### src/rtl/junction_signal_ctrl.sv
module junction_signal_ctrl #(
  parameter int SHORT_TICKS = 10,
  parameter int LONG_TICKS  = 50,
  parameter int ENCODING    = 0
) (
  input  logic       clk,
  input  logic       rst,
  input  logic       farm_car,
  output logic [1:0] hwy_light,
  output logic [1:0] farm_light
);
  localparam int SW = (ENCODING == 1) ? 4 : 2;
  localparam int CW = $clog2(LONG_TICKS + 1);

  function automatic logic [SW-1:0] enc(input int i);
    case (ENCODING)
      1:       enc = SW'(1 << i);
      2:       enc = SW'(i ^ (i >> 1));
      default: enc = SW'(i);
    endcase
  endfunction

  localparam logic [SW-1:0] S_HG = enc(0);
  localparam logic [SW-1:0] S_HY = enc(1);
  localparam logic [SW-1:0] S_FG = enc(2);
  localparam logic [SW-1:0] S_FY = enc(3);

  localparam logic [1:0] RED = 2'b00;
  localparam logic [1:0] YEL = 2'b01;
  localparam logic [1:0] GRN = 2'b10;

  localparam logic [CW-1:0] LOAD_S = CW'(SHORT_TICKS - 1);
  localparam logic [CW-1:0] LOAD_L = CW'(LONG_TICKS - 1);

  logic [SW-1:0] state, nxt;
  logic [CW-1:0] cnt;
  logic          expired;

  assign expired = (cnt == '0);

  function automatic logic [1:0] hwy_of(input logic [SW-1:0] s);
    case (s)
      S_HG:    hwy_of = GRN;
      S_HY:    hwy_of = YEL;
      default: hwy_of = RED;
    endcase
  endfunction

  function automatic logic [1:0] farm_of(input logic [SW-1:0] s);
    case (s)
      S_FG:    farm_of = GRN;
      S_FY:    farm_of = YEL;
      default: farm_of = RED;
    endcase
  endfunction

  always_comb begin
    nxt = state;
    case (state)
      S_HG:    if (farm_car && expired) nxt = S_HY;
      S_HY:    if (expired) nxt = S_FG;
      S_FG:    if (!farm_car || expired) nxt = S_FY;
      S_FY:    if (expired) nxt = S_HG;
      default: nxt = S_HG;
    endcase
  end

  always_ff @(posedge clk) begin
    if (rst) begin
      state      <= S_HG;
      cnt        <= LOAD_L;
      hwy_light  <= GRN;
      farm_light <= RED;
    end else begin
      state      <= nxt;
      hwy_light  <= hwy_of(nxt);
      farm_light <= farm_of(nxt);
      if (nxt != state)
        cnt <= (nxt == S_HY || nxt == S_FY) ? LOAD_S : LOAD_L;
      else if (!expired)
        cnt <= cnt - 1'b1;
    end
  end

  assert_no_dual_green_R7: assert property (@(posedge clk) disable iff (rst)
    !(hwy_light == GRN && farm_light == GRN));

  assert_yellow_needs_request_R3: assert property (@(posedge clk) disable iff (rst)
    (hwy_light == YEL && $past(hwy_light) == GRN) |-> ($past(farm_car) && $past(expired)));

  assert_farm_green_after_yellow_R4: assert property (@(posedge clk) disable iff (rst)
    (farm_light == GRN && $past(farm_light) != GRN) |-> ($past(hwy_light) == YEL && hwy_light == RED));

  assert_farm_exit_cause_R5: assert property (@(posedge clk) disable iff (rst)
    (farm_light == YEL && $past(farm_light) == GRN) |-> (!$past(farm_car) || $past(expired)));

  assert_long_reload_R6: assert property (@(posedge clk) disable iff (rst)
    (hwy_light == GRN && $past(hwy_light) != GRN) |-> (cnt == LOAD_L));

  generate
    if (ENCODING == 1) begin : g_onehot_chk
      assert_onehot_state_R8: assert property (@(posedge clk) disable iff (rst)
        $countones(state) == 1);
    end
  endgenerate
endmodule

### config.mk
export PLATFORM = sky130hd
export DESIGN_NAME = junction_signal_ctrl
export DESIGN_NICKNAME = d
export VERILOG_FILES = /design/src/rtl/junction_signal_ctrl.sv
export SDC_FILE = /design/constraint.sdc
export NUM_CORES = 1
export LEC_CHECK = 0
export ABC_AREA = 1
export BUFFER_PORTS_ARGS = -buffer_cell sky130_fd_sc_hd__buf_2
export CELL_PAD_IN_SITES_DETAIL_PLACEMENT = 2
export CELL_PAD_IN_SITES_GLOBAL_PLACEMENT = 2
export CORE_MARGIN = 1
export CORE_UTILIZATION = 27
export CTS_BUF_LIST = sky130_fd_sc_hd__clkbuf_16
export DETAILED_ROUTE_END_ITERATION = 8
export HOLD_SLACK_MARGIN = 0.03
export PLACE_DENSITY_LB_ADDON = 0.3
export SLEW_MARGIN = 10
export SYNTH_ARGS = -nofsm -noshare
export SYNTH_HDL_FRONTEND = slang
export SYNTH_SLANG_ARGS = --single-unit
### constraint.sdc
create_clock -name clk -period 1.3 [get_ports clk]
set_input_delay 0.325 -clock clk [delete_from_list [all_inputs] [get_ports clk]]
set_output_delay 0.325 -clock clk [all_outputs]
set_load 0.005 [all_outputs]
==> qor.yml <==
worst_setup_path:
  cp.required_ns: 1.42
  worstSetupPathType: "reg -> reg"
  worstPathArrival_ns: 1.41
  crit_path_end_kind: "flip-flop"
  critPathMaxFanout: 3
  startpoint_type: "flip-flop"
  r2r.worst_path.cells: 7
global_route:
  grt_max_degree: 9
  antenna_found_initial: 0
  grt_usage: 0.178
  grt.overflow.total: 0
  grt_pass1_vias: 672
  grt_pass1_wl_um: 3180
timing:
  fin_skew_ns: 0.000566
  maxSlewViolCount: 0
  finalCriticalPeriod_ns: 1.29
  final-hold-violation-count: 0
  setup_viol: 0
  fin_tns_setup_ns: 0
  rsz0062_at_grt: "true"
  worst_pin_slew_ns: 0.308
  setup_slack_ns: 0.0108
  finalCritPeriodShare: 0.992
  clock.fmax_mhz: 776
  max_slew_margin: 0.795
placed_design:
  gp_congestion: 0.688
  dp_cells: 117
  portBuffers: 6
  pre_cts_ws_ns: -0.144
  dpl.hpwl_um: 1260
pwr:
  sequentialPowerShare: 0.363
  power.switching_mw: 0.268
  ir_worst_vdd_v: 0.000719
  pwr-share-comb: 0.138
  power_density_mw_per_mm2: 1350
  clkPwrFrac: 0.499
  p_sw_frac: 0.236
  leakage_nw: 0.372
  p_int_mw: 0.864
clocking:
  cts_made_buffers: 3
  cts_root_buffer: "clkbuf_16"
  cts_hold_buf: 0
  clkTransAtPathRegs_ns: 0.04
  cts_buffer_depth: 2
  cts_tree: "yes"
  htree_levels: 1
  clock-sinks: 12
  clock_latency_ns: 0.24
cells_and_area:
  fillers: 248
  fin_nets: 101
  drive_gt1_frac: 0.396
  antenna_cells: 0
  fin_cells: 123
  regArea_um2: 244
  multi_input_area_um2: 353
  area.growth.synth_to_final_pct: 40.3
floorplanning:
  core_mm2: 0.00202
  die_w_um: 49.0
  die_h_um: 49.0
  die_area_mm2: 0.00240
  start_util: 0.295
  io_pins: 7
  rows: 16
yosys:
  synth_cells: 79
  synth-seq-area-share: 0.403
  ys_warn_count: 0
  syn_nets: 83
  syn_area_um2: 597
  synth_cell_types: 23
  syn_avg_cell_area_um2: 7.55
  yosys_register_bits: 12
hold_path:
  hold-path-cell-count: 2
  hold_class: "in -> reg"
status:
  status: "complete, no violations"
detailed_routing:
  wl_per_cell_um: 15.7
  drc: 0
  routed_wl_um: 1930
  drt_first_pass_iters: 1
  vias: 584
  drt_iter0_drc: 0
  drtAntennaViolNets: 0
  vias_per_cell: 4.75
run:
  drv_cap: 0
==> power groups by stage <==
stage          Sequential [mW]  Combinational [mW]  Clock, mW
5_1_grt                  0.414               0.177      0.609
3_5_place_dp             0.409               0.124          0
2_1_floorplan            0.409              0.0789          0
4_1_cts                  0.407               0.146      0.577
3_3_place_gp             0.408               0.119          0
6_report                 0.411               0.156      0.565
==> worst max-delay path: stages, from the launching register on <==
cell and delay (ns):
dfxtp_1 0.33, buf_4 0.15, nor2_1 0.12, nand2_1 0.11, o21ai_0 0.15, nand2_1 0.09, o211ai_1 0.16, nand2_1 0.07
==> Yosys cell counts <==
cell       n  area (um^2)
nand2_1   16         60.1
dfxtp_1   12          240
inv_1     11         41.3
nor2_1     9         33.8
a21oi_1    6         30.0
nand3_1    5         25.0
nand3_2    2         20.0
o211ai_1   2         15.0
o21ai_0    2         10.0
and2_1     1         6.26
buf_6      1         11.3
clkinv_1   1         3.75
ha_1       1         12.5
nand2_2    1         6.26
nand4_1    1         6.26
nand4_2    1         12.5
nor2_2     1         6.26
nor2_4     1         11.3
nor3_1     1         5.00
nor3_2     1         10.0
o211ai_2   1         12.5
o21ai_2    1         8.76
xor2_1     1         8.76
==> metal layers <==
metal / up-vias / part of all wire / GRT usage
li1: 293 / - / -
met1: 282 / 0.41 / 0.194
met2: 7 / 0.56 / 0.336
met3: 2 / 0.018 / 0.0467
met4: 0 / 0.0088 / 0.0441
met5: - / 0 / 0
==> cells in the final DEF, fill, tap and decap left out, types with 2 or more instances in the layout <==
cell / count
nor2_4: 3
nand2_2: 2
nand3_2: 2
nand2_1: 15
clkbuf_16: 3
nor2_2: 3
nor2_1: 5
inv_1: 9
o211ai_1: 2
a21oi_1: 6
buf_4: 7
buf_2: 6
dfxtp_1: 9
inv_2: 3
o21ai_0: 2
dfxtp_2: 3
nand3_1: 5
==> final cells by class <==
cell class / instances / share of cell area
clock buffer: 3 / 0.0897
clock inverter: 1 / 0.00448
inverter: 12 / 0.0538
multi-input combinational: 55 / 0.422
sequential: 12 / 0.291
tap: 27 / 0.0404
timing repair buffer: 13 / 0.0987
==> registers in the layout, indices dropped and copies added (netlist names) <==
| name | cells |
|---|---|
| state | 2 |
| farm_light | 2 |
| hwy_light | 2 |
| cnt | 6 |
==> path summary, 6_finish.rpt <==
kind	start	end	slack, ns
worst min register to register	state[1]	hwy_light[0]	0.50
worst min-delay path	rst	state[1]	0.33
worst max-delay path	cnt[2]	cnt[5]	0.01
worst max register to register	cnt[2]	cnt[5]	0.01
==> what timing repair did <==
item / CTS / global route
setup endpoints to repair: 12 / 10
gates cloned: 1 / 0
pin swaps: 2 / 1
resized for setup: 6 / 8
buffers inserted: 0 / 1
==> logic make-up after synthesis <==
group                    share of synthesized area
adder cells (fa/ha/maj)                     0.0210
flip-flops                                   0.403
AO/OA/AOI/OAI                                0.128
XOR/XNOR                                    0.0147
AND/OR/NAND/NOR                              0.340
buffers and inverters                       0.0943
==> metrics by stage <==
stage | area (um^2) | utilization | total power [mW] | hold WS (ns)
floorplan | 602 | - | 0.488 | 0.393
global placement | 699 | 0.346 | 0.527 | 0.499
detailed placement | 699 | 0.346 | 0.533 | 0.507
CTS | 815 | 0.403 | 1.13 | 0.334
global route | 837 | 0.414 | 1.20 | 0.340
finish | 837 | 0.414 | 1.13 | 0.332
Power figures use the tool's default switching activity.
